### src/rtl/lin_brk_pkg.sv
package lin_brk_pkg;

   typedef enum logic [1:0] {
      TXS_IDLE = 2'd0,
      TXS_ARM  = 2'd1,
      TXS_BRK  = 2'd2,
      TXS_DLM  = 2'd3
   } tx_state_e;

   typedef struct packed {
      logic tx_lin;
      logic rx_lin;
   } lin_mode_t;

   function automatic int unsigned max2(input int unsigned a, input int unsigned b);
      return (a > b) ? a : b;
   endfunction

endpackage

### src/rtl/lin_mode_dec.sv
module lin_mode_dec
   import lin_brk_pkg::*;
#(
   parameter int unsigned CFG_W   = 8,
   parameter int unsigned TXEN_POS = 7,
   parameter int unsigned RXEN_POS = 6
) (
   input  logic [CFG_W-1:0] cfg,
   output lin_mode_t        mode
);

   generate
      if (TXEN_POS >= CFG_W || RXEN_POS >= CFG_W || TXEN_POS == RXEN_POS) begin : g_bad_pos
         initial $fatal(1, "lin_mode_dec: control bit positions invalid");
      end
   endgenerate

   always_comb begin
      mode.tx_lin = cfg[TXEN_POS];
      mode.rx_lin = cfg[RXEN_POS];
   end

endmodule

### src/rtl/lin_rx_brk.sv
module lin_rx_brk #(
   parameter int unsigned FE_BITS  = 10,
   parameter int unsigned RX_SHORT = 11,
   parameter int unsigned RX_LONG  = 12
) (
   input  logic clk,
   input  logic rst_n,
   input  logic bit_tick,
   input  logic rx_line,
   input  logic rx_lin,
   input  logic long_mode,
   input  logic brk_clr,
   output logic brk_flag,
   output logic frm_err
);

   localparam int unsigned CW = $clog2(RX_LONG + 1) + 1;
   localparam logic [CW-1:0] RUN_MAX = {CW{1'b1}};
   localparam logic [CW-1:0] FE_C    = CW'(FE_BITS);
   localparam logic [CW-1:0] SH_C    = CW'(RX_SHORT);
   localparam logic [CW-1:0] LG_C    = CW'(RX_LONG);

   logic [CW-1:0] run_q, run_nx, thr;
   logic          hit_brk, hit_fe, brk_q, fe_q;

   always_comb begin
      if (rx_line)             run_nx = '0;
      else if (run_q == RUN_MAX) run_nx = run_q;
      else                     run_nx = run_q + 1'b1;
      thr     = long_mode ? LG_C : SH_C;
      hit_brk = bit_tick && rx_lin && (run_nx == thr) && (run_q != thr);
      hit_fe  = bit_tick && !rx_lin && (run_nx == FE_C) && (run_q != FE_C);
   end

   always_ff @(posedge clk or negedge rst_n) begin
      if (!rst_n) begin
         run_q <= '0;
         brk_q <= 1'b0;
         fe_q  <= 1'b0;
      end else begin
         if (bit_tick) run_q <= run_nx;
         if (hit_brk)      brk_q <= 1'b1;
         else if (brk_clr) brk_q <= 1'b0;
         fe_q <= hit_fe;
      end
   end

   assign brk_flag = brk_q;
   assign frm_err  = fe_q;

endmodule

### src/rtl/lin_tx_brk.sv
module lin_tx_brk
   import lin_brk_pkg::*;
#(
   parameter int unsigned TX_PLAIN   = 10,
   parameter int unsigned TX_SHORT   = 13,
   parameter int unsigned TX_LONG    = 14,
   parameter int unsigned DELIM_BITS = 1
) (
   input  logic clk,
   input  logic rst_n,
   input  logic bit_tick,
   input  logic tx_lin,
   input  logic long_mode,
   input  logic tx_ser_in,
   input  logic tx_busy,
   input  logic brk_req,
   output logic tx_line,
   output logic tx_brk_busy
);

   localparam int unsigned TW = $clog2(max2(max2(TX_LONG, TX_PLAIN), DELIM_BITS) + 1);
   localparam logic [TW-1:0] PL_C = TW'(TX_PLAIN);
   localparam logic [TW-1:0] SH_C = TW'(TX_SHORT);
   localparam logic [TW-1:0] LG_C = TW'(TX_LONG);
   localparam logic [TW-1:0] DL_C = TW'(DELIM_BITS);

   tx_state_e     st_q;
   logic [TW-1:0] cnt_q, len_q, len_sel;

   always_comb begin
      if (!tx_lin)        len_sel = PL_C;
      else if (long_mode) len_sel = LG_C;
      else                len_sel = SH_C;
   end

   always_ff @(posedge clk or negedge rst_n) begin
      if (!rst_n) begin
         st_q  <= TXS_IDLE;
         cnt_q <= '0;
         len_q <= '0;
      end else begin
         unique case (st_q)
            TXS_IDLE: if (brk_req) st_q <= TXS_ARM;
            TXS_ARM: begin
               if (bit_tick && !tx_busy) begin
                  st_q  <= TXS_BRK;
                  cnt_q <= '0;
                  len_q <= len_sel;
               end
            end
            TXS_BRK: begin
               if (bit_tick) begin
                  if (cnt_q == len_q - 1'b1) begin
                     st_q  <= TXS_DLM;
                     cnt_q <= '0;
                  end else begin
                     cnt_q <= cnt_q + 1'b1;
                  end
               end
            end
            TXS_DLM: begin
               if (bit_tick) begin
                  if (cnt_q == DL_C - 1'b1) begin
                     st_q  <= TXS_IDLE;
                     cnt_q <= '0;
                  end else begin
                     cnt_q <= cnt_q + 1'b1;
                  end
               end
            end
            default: st_q <= TXS_IDLE;
         endcase
      end
   end

   always_comb begin
      unique case (st_q)
         TXS_BRK: tx_line = 1'b0;
         TXS_DLM: tx_line = 1'b1;
         default: tx_line = tx_ser_in;
      endcase
      tx_brk_busy = (st_q != TXS_IDLE);
   end

endmodule

### src/rtl/lin_break_unit.sv
module lin_break_unit
   import lin_brk_pkg::*;
#(
   parameter int unsigned CFG_W      = 8,
   parameter int unsigned TXEN_POS   = 7,
   parameter int unsigned RXEN_POS   = 6,
   parameter int unsigned FE_BITS    = 10,
   parameter int unsigned RX_SHORT   = 11,
   parameter int unsigned RX_LONG    = 12,
   parameter int unsigned TX_PLAIN   = 10,
   parameter int unsigned TX_SHORT   = 13,
   parameter int unsigned TX_LONG    = 14,
   parameter int unsigned DELIM_BITS = 1
) (
   input  logic             clk,
   input  logic             rst_n,
   input  logic             bit_tick,
   input  logic [CFG_W-1:0] rate_cfg,
   input  logic             long_mode,
   input  logic             rx_line,
   input  logic             tx_ser_in,
   input  logic             tx_busy,
   input  logic             brk_req,
   input  logic             brk_clr,
   output logic             tx_line,
   output logic             tx_brk_busy,
   output logic             brk_flag,
   output logic             frm_err
);

   generate
      if (RX_SHORT <= FE_BITS || RX_LONG < RX_SHORT) begin : g_bad_rx
         initial $fatal(1, "lin_break_unit: receive thresholds must exceed the framing limit");
      end
      if (TX_SHORT == 0 || TX_LONG < TX_SHORT || TX_PLAIN == 0 || DELIM_BITS == 0) begin : g_bad_tx
         initial $fatal(1, "lin_break_unit: transmit lengths invalid");
      end
   endgenerate

   lin_mode_t mode;

   lin_mode_dec #(
      .CFG_W   (CFG_W),
      .TXEN_POS(TXEN_POS),
      .RXEN_POS(RXEN_POS)
   ) u_dec (
      .cfg (rate_cfg),
      .mode(mode)
   );

   lin_rx_brk #(
      .FE_BITS (FE_BITS),
      .RX_SHORT(RX_SHORT),
      .RX_LONG (RX_LONG)
   ) u_rx (
      .clk      (clk),
      .rst_n    (rst_n),
      .bit_tick (bit_tick),
      .rx_line  (rx_line),
      .rx_lin   (mode.rx_lin),
      .long_mode(long_mode),
      .brk_clr  (brk_clr),
      .brk_flag (brk_flag),
      .frm_err  (frm_err)
   );

   lin_tx_brk #(
      .TX_PLAIN  (TX_PLAIN),
      .TX_SHORT  (TX_SHORT),
      .TX_LONG   (TX_LONG),
      .DELIM_BITS(DELIM_BITS)
   ) u_tx (
      .clk        (clk),
      .rst_n      (rst_n),
      .bit_tick   (bit_tick),
      .tx_lin     (mode.tx_lin),
      .long_mode  (long_mode),
      .tx_ser_in  (tx_ser_in),
      .tx_busy    (tx_busy),
      .brk_req    (brk_req),
      .tx_line    (tx_line),
      .tx_brk_busy(tx_brk_busy)
   );

endmodule

### config.mk
export PLATFORM = sky130hd
export DESIGN_NAME = lin_break_unit
export DESIGN_NICKNAME = d
export VERILOG_FILES = /design/src/rtl/lin_brk_pkg.sv /design/src/rtl/lin_mode_dec.sv /design/src/rtl/lin_rx_brk.sv /design/src/rtl/lin_tx_brk.sv /design/src/rtl/lin_break_unit.sv
export SDC_FILE = /design/constraint.sdc
export NUM_CORES = 1
export LEC_CHECK = 0
export BUFFER_PORTS_ARGS = -buffer_cell sky130_fd_sc_hd__buf_4
export CELL_PAD_IN_SITES_DETAIL_PLACEMENT = 1
export CELL_PAD_IN_SITES_GLOBAL_PLACEMENT = 2
export CORE_UTILIZATION = 33
export DETAILED_ROUTE_END_ITERATION = 6
export PLACE_DENSITY_LB_ADDON = 0.1
export SLEW_MARGIN = 20
export SYNTH_ARGS = -nofsm -noshare
export SYNTH_HDL_FRONTEND = slang
export SYNTH_SLANG_ARGS = --single-unit
### constraint.sdc
create_clock -name clk -period 2.5 [get_ports clk]
set_clock_uncertainty 0.1 [all_clocks]
set_input_delay 0.25 -clock clk [delete_from_list [all_inputs] [get_ports clk]]
set_output_delay 0.25 -clock clk [all_outputs]
set_load 0.05 [all_outputs]
Yosys cells after proc, flatten, opt, wreduce, memory -nomap -nowiden

Cells that the tools add are included.

Mux-type cells: 21
Equality and inequality tests: 15
$add $sub $neg: 3
Reduce and logical (&&, ||, !) cells: 17

Operators with widths:

| kind                  | count |
|---|---|
| $mux W4               | 5 |
| $mux W2               | 7 |
| $pmux W4 S3           | 1 |
| $mux W5               | 2 |
| $pmux W2 S4           | 1 |
| $logic_and A1 B1 Y1   | 7 |
| $mux W3               | 2 |
| $ne A2 B1 Y1 const B  | 3 |
| $ne A2 B2 Y1 const B  | 3 |
| $reduce_and A6 Y1     | 1 |
| $add A5 B1 Y5 const B | 1 |
| $eq A5 B4 Y1 const B  | 1 |
| $eq A5 B5 Y1          | 1 |
| $eq A5 B5 Y1 const B  | 1 |
| $ne A5 B4 Y1 const B  | 1 |
| $ne A5 B5 Y1          | 1 |
| $add A4 B1 Y4 const B | 1 |
| $eq A2 B2 Y1 const B  | 2 |
| $eq A4 B4 Y1          | 1 |
| $logic_not A4 Y1      | 1 |
| $reduce_and A4 Y1     | 1 |
| $reduce_bool A2 Y1    | 2 |
| $sub A4 B1 Y4 const B | 1 |
| $reduce_bool A3 Y1    | 1 |
| other kinds (6)       | 8 |

Word-level logic and storage cells: 62
Bits in registers: 17
Output and inout port bits: 4

Logic depth before layout (Yosys ltp)

Depth after elaboration: 7
Mapped depth: 8
Depth with buffers taken out: 7

Modules after synthesis

A second synthesis with hierarchy kept.

Cell total of the unflattened synthesis: 131
Area total of the unflattened synthesis: 1265.0 µm²

By module, submodules not included:

| module       | seq. area each (µm²) | cells each | times used | area an instance (µm²) |
|---|---|---|---|---|
| lin_tx_brk   | 250.2                | 70         | 1          | 691.9 |
| lin_rx_brk   | 175.2                | 59         | 1          | 558.0 |
| lin_mode_dec | 0.0                  | 2          | 1          | 15.0 |

Worst setup path before layout

No wires, ideal clock.

Path type: register to register
From: reg u_tx.cnt_q[0]
To: reg u_tx.st_q[1]
Setup time: 0.128 ns
Cell stages (with the launch flop): 8
Setup slack: 0.338 ns
Path buffers: 0
Period minus slack after synthesis: 2.162 ns
Arrival time: 1.934 ns
Cells stage by stage: dfrtp_1 > inv_1 > ha_1 > or3b_4 > a211oi_4 > a31oi_4 > nor3_4 > mux2_1

Cells in the longest elaborated chain, start to end: 3
Elaborated cells between the ends (all ways): 5
Those cells by class: eq/ne: 3; reduce/logical: 2

RTL lines:

| what                                             | line                               | source |
|---|---|---|
| start, declared                                  | lin_tx_brk.sv:28                   | `logic [TW-1:0] cnt_q, len_q, len_sel;` |
| start signal, assigned                           | lin_tx_brk.sv:57                   | `cnt_q <= cnt_q + 1'b1;` |
| start signal, assigned                           | lin_tx_brk.sv:67                   | `cnt_q <= cnt_q + 1'b1;` |
| $eq A4 B4 Y1 or $logic_not A4 Y1 (tied branches) | lin_tx_brk.sv:53, lin_tx_brk.sv:63 |  |
| $ne A2 B1 Y1 (no source line)                    | --                                 |  |
| $reduce_and A6 Y1 (no source line) *             | --                                 |  |
| end signal, assigned                             | lin_tx_brk.sv:54                   | `st_q <= TXS_DLM;` |
| end signal, assigned                             | lin_tx_brk.sv:64                   | `st_q <= TXS_IDLE;` |
| end signal, assigned                             | lin_tx_brk.sv:71                   | `default: st_q <= TXS_IDLE;` |
| end, declared                                    | lin_tx_brk.sv:27                   | `tx_state_e st_q;` |

Mark *: on every way between the ends. The rest lies on a longest branch, timed or not.
A chain may end at the register's enable or synchronous reset.

Final worst setup path

From: reg u_tx.cnt_q[1]
To: reg u_tx.st_q[1]

Same word-level chain as after synthesis.

==> flow_metrics.env <==
export IMPL_ctsRootBufferMaster="clkbuf_4"
export IMPL_drcViolationCount=0
export IMPL_tns_ps=0
export IMPL_hold_viol=0
export IMPL_maxSlewViolCount=0
export IMPL_crit_slowest_cell="dfrtp_1"
export IMPL_cp_num_buf_inv=1
export IMPL_start_kind="flip-flop"
export IMPL_rsz0062_at_grt="no"
export IMPL_grt_start_max_net_pins=18
export IMPL_cp_required_ps=2570
export IMPL_path_clk_slew_ps=110
export IMPL_cpPeakStageDelay_ps=450
export IMPL_worstSetupPathType="flip-flop to flip-flop"
export IMPL_initialDrtViolationCount=22
export IMPL_gp_congestion=0.7558
export IMPL_n_antenna_cell=0
export IMPL_yosys_register_bits=17
export IMPL_cts_inserted_buffers=3
export IMPL_relSlewSlack_pct=71.01
export IMPL_fmax_ghz=0.4350
export IMPL_cp_arrival_ps=2370
export IMPL_p_per_area_nw_per_um2=939.3
export IMPL_via_count=950
export IMPL_crit_path_end_kind="flip-flop"
export IMPL_drive_above_1_share_pct=18.06
export IMPL_row_count=21
export IMPL_cp_top_family="simple AND/OR/NAND/NOR gates"
export IMPL_crit_chain="inv_1, ha_1, or3b_4, a211oi_4, a31oi_4, nor3_4, mux2_1"
export IMPL_tightest_slew_ps=431.5
export IMPL_grt_ovfl_total=0
export IMPL_fin_crit_ps=2299
export IMPL_dp_cells=185
export IMPL_outcome="complete, no violations"
export IMPL_antenna_found_initial=0
export IMPL_postSynthAreaPerCell_um2=9.182
export IMPL_fin_util_pct=40.57
export IMPL_start_util_pct=35.22
export IMPL_grt_first_pass_wirelength_um=4671
export IMPL_wl_um=2674
export IMPL_track_usage_pct=15.23
export IMPL_synth_warnings=0
export IMPL_netlist_instances=130
export IMPL_ys_seq_area_share_pct=35.64
export IMPL_clk_latency_ps=290
export IMPL_vias_per_cell=5.000
export IMPL_clock_path_buffers=2
export IMPL_instances_no_fill=190
export IMPL_portBuffers=14
export IMPL_die_h_um=62.14
export IMPL_die_area_um2=3861
export IMPL_htreeDepth=1
export IMPL_firstDrtPassIters=4
export IMPL_first_global_vias=1025
export IMPL_cts_tree="built"
export IMPL_crit_path_max_fanout=5
export IMPL_hpwl_um=2132
export IMPL_p_leak_nw=0.6023
export IMPL_vdd_drop_max_v=0.0002415
export IMPL_fp_coreArea_um2=3390
export IMPL_clock_sinks=17
export IMPL_synth_fp_nets=157
export IMPL_wl_per_cell_um=14.07
export IMPL_min_path_type="input pin to flip-flop"
export IMPL_antenna_left=0
export IMPL_io_pins=21
export IMPL_die_w_um=62.14
export IMPL_fin_crit_sh_pct=91.94
export IMPL_area_delta_synth_final_pct=15.20
export IMPL_setup_viol=0
export IMPL_maxCapViolCount=0
export IMPL_rrSetupSlack_ps=200
export IMPL_nNetsFinal=172
export IMPL_synth_area_um2=1194
export IMPL_yosysUniqueCellTypes=41
## final cells by class
type	count	area (µm²)
Fill cell	393	2014
Sequential cell	17	425.4
Clock buffer	4	26.28
Inverter	15	56.30
Timing Repair Buffer	16	122.6
Tap cell	46	57.56
Multi-Input combinational cell	92	686.9
## through the flow
step | setup WS [ps] | hold WS (ps) | power [W] | instance area, µm²
floorplan | 338.3 | -145.6 | 0.0009872 | 1194
global placement | 217.2 | 29.29 | 0.001135 | 1339
detailed placement | 217.9 | 34.97 | 0.001161 | 1339
CTS | 186.4 | 81.61 | 0.001315 | 1375
global route | 89.01 | 86.91 | 0.001409 | 1375
finish | 201.4 | 83.00 | 0.001292 | 1375
## cell usage after synthesis
| cell | count | share of area (%) |
|---|---|---|
| a31oi_1 | 1 | 0.52 |
| nand3_1 | 2 | 0.84 |
| clkbuf_1 | 3 | 0.94 |
| or3b_4 | 1 | 0.94 |
| nor2_1 | 4 | 1.3 |
| o31ai_1 | 1 | 0.63 |
| a41oi_1 | 1 | 0.73 |
| or2_2 | 1 | 0.52 |
| nand2b_1 | 5 | 2.6 |
| nor3b_1 | 1 | 0.63 |
| a211oi_1 | 1 | 0.63 |
| nor3_4 | 1 | 1.4 |
| a31oi_4 | 1 | 1.8 |
| o21bai_1 | 1 | 0.63 |
| inv_1 | 15 | 4.7 |
| o2111a_1 | 2 | 1.9 |
| mux2_2 | 2 | 1.9 |
| nor3_1 | 2 | 0.84 |
| ha_1 | 10 | 10 |
| mux2_1 | 1 | 0.94 |
| a211oi_4 | 1 | 1.7 |
| nand2_1 | 11 | 3.5 |
| xor2_1 | 3 | 2.2 |
| nand4_1 | 1 | 0.52 |
| a22o_1 | 1 | 0.73 |
| or2b_1 | 1 | 0.63 |
| a32o_1 | 1 | 0.84 |
| o22ai_1 | 3 | 1.6 |
| a21boi_0 | 1 | 0.63 |
| o21ai_0 | 8 | 3.4 |
| nor4_1 | 1 | 0.52 |
| and4_1 | 2 | 1.5 |
| mux2i_1 | 1 | 0.84 |
| xnor2_1 | 4 | 2.9 |
| a31o_2 | 1 | 0.73 |
| dfrtp_1 | 17 | 36 |
| nor2b_1 | 2 | 1.0 |
| a21oi_1 | 11 | 4.6 |
| buf_1 | 1 | 0.31 |
| a21o_1 | 1 | 0.63 |
| buf_2 | 2 | 0.84 |
## layer usage
metal	GRT usage, %	part of all wire, %	wire [µm]
met2	27.06	51	1367
met4	5.233	0.71	19
met5	0	0	0
met3	1.654	1.6	42
met1	19.04	47	1245
## cells by family after synthesis
group	count (synthesis)	share of synthesized area, %
compound gates	36	21.60
xor+xnor	7	5.136
fa+ha+maj	10	10.48
buf+inv	21	6.813
flops	17	35.64
mux	4	3.669
simple gates	35	16.67
## where the power goes
part           total [W]  internal [W]  switching [W]  leakage [nW]
clock network   0.000149     0.0000619      0.0000866        0.0150
registers       0.000411      0.000340      0.0000714         0.218
logic           0.000732      0.000313       0.000419         0.370
## path summary, 6_finish.rpt
kind / cells past startpoint / end / start
worst max-delay path: 7 / u_tx.st_q[1] / u_tx.cnt_q[1]
max in group asynchronous: 2 / u_rx.run_q[0] / rst_n
worst min register to register: 1 / u_rx.brk_flag / u_rx.brk_flag
worst max register to register: 7 / u_tx.st_q[1] / u_tx.cnt_q[1]
min in group asynchronous: 2 / u_tx.cnt_q[0] / rst_n
worst min-delay path: 2 / u_rx.run_q[4] / rx_line
## worst reg2reg max path, stage by stage, from the launching register on
cell,delay [ps]
dfrtp_1,450
inv_1,80
ha_1,130
or3b_4,390
a211oi_4,290
a31oi_4,160
nor3_4,250
mux2_1,340
## timing repair
item | in CTS | in global routing
hold buffers | 1 | 0
resized for setup | 0 | 0
setup buffers | 0 | 0
endpoints found under the hold margin | 17 | 0
## cell usage in the layout (no fill, tap or decap), types with 2 or more instances in the layout
cell and n:
dfrtp_1 17, inv_1 15, buf_4 15, nand2_1 11, a21oi_1 11, ha_1 10
o21ai_0 8, nand2b_1 5, nor2_1 4, xnor2_1 4, xor2_1 3, o22ai_1 3
clkbuf_4 3, mux2_2 2, nand3_1 2, nor2b_1 2, and4_1 2, nor3_1 2
o2111a_1 2
## flip-flops by register name (all words and copies together), names as in the netlist
signal,flops
u_rx.brk_flag,1
u_rx.frm_err,1
u_rx.run_q,5
u_tx.cnt_q,4
u_tx.len_q,4
u_tx.st_q,2
(Power assumes the default switching activity.)
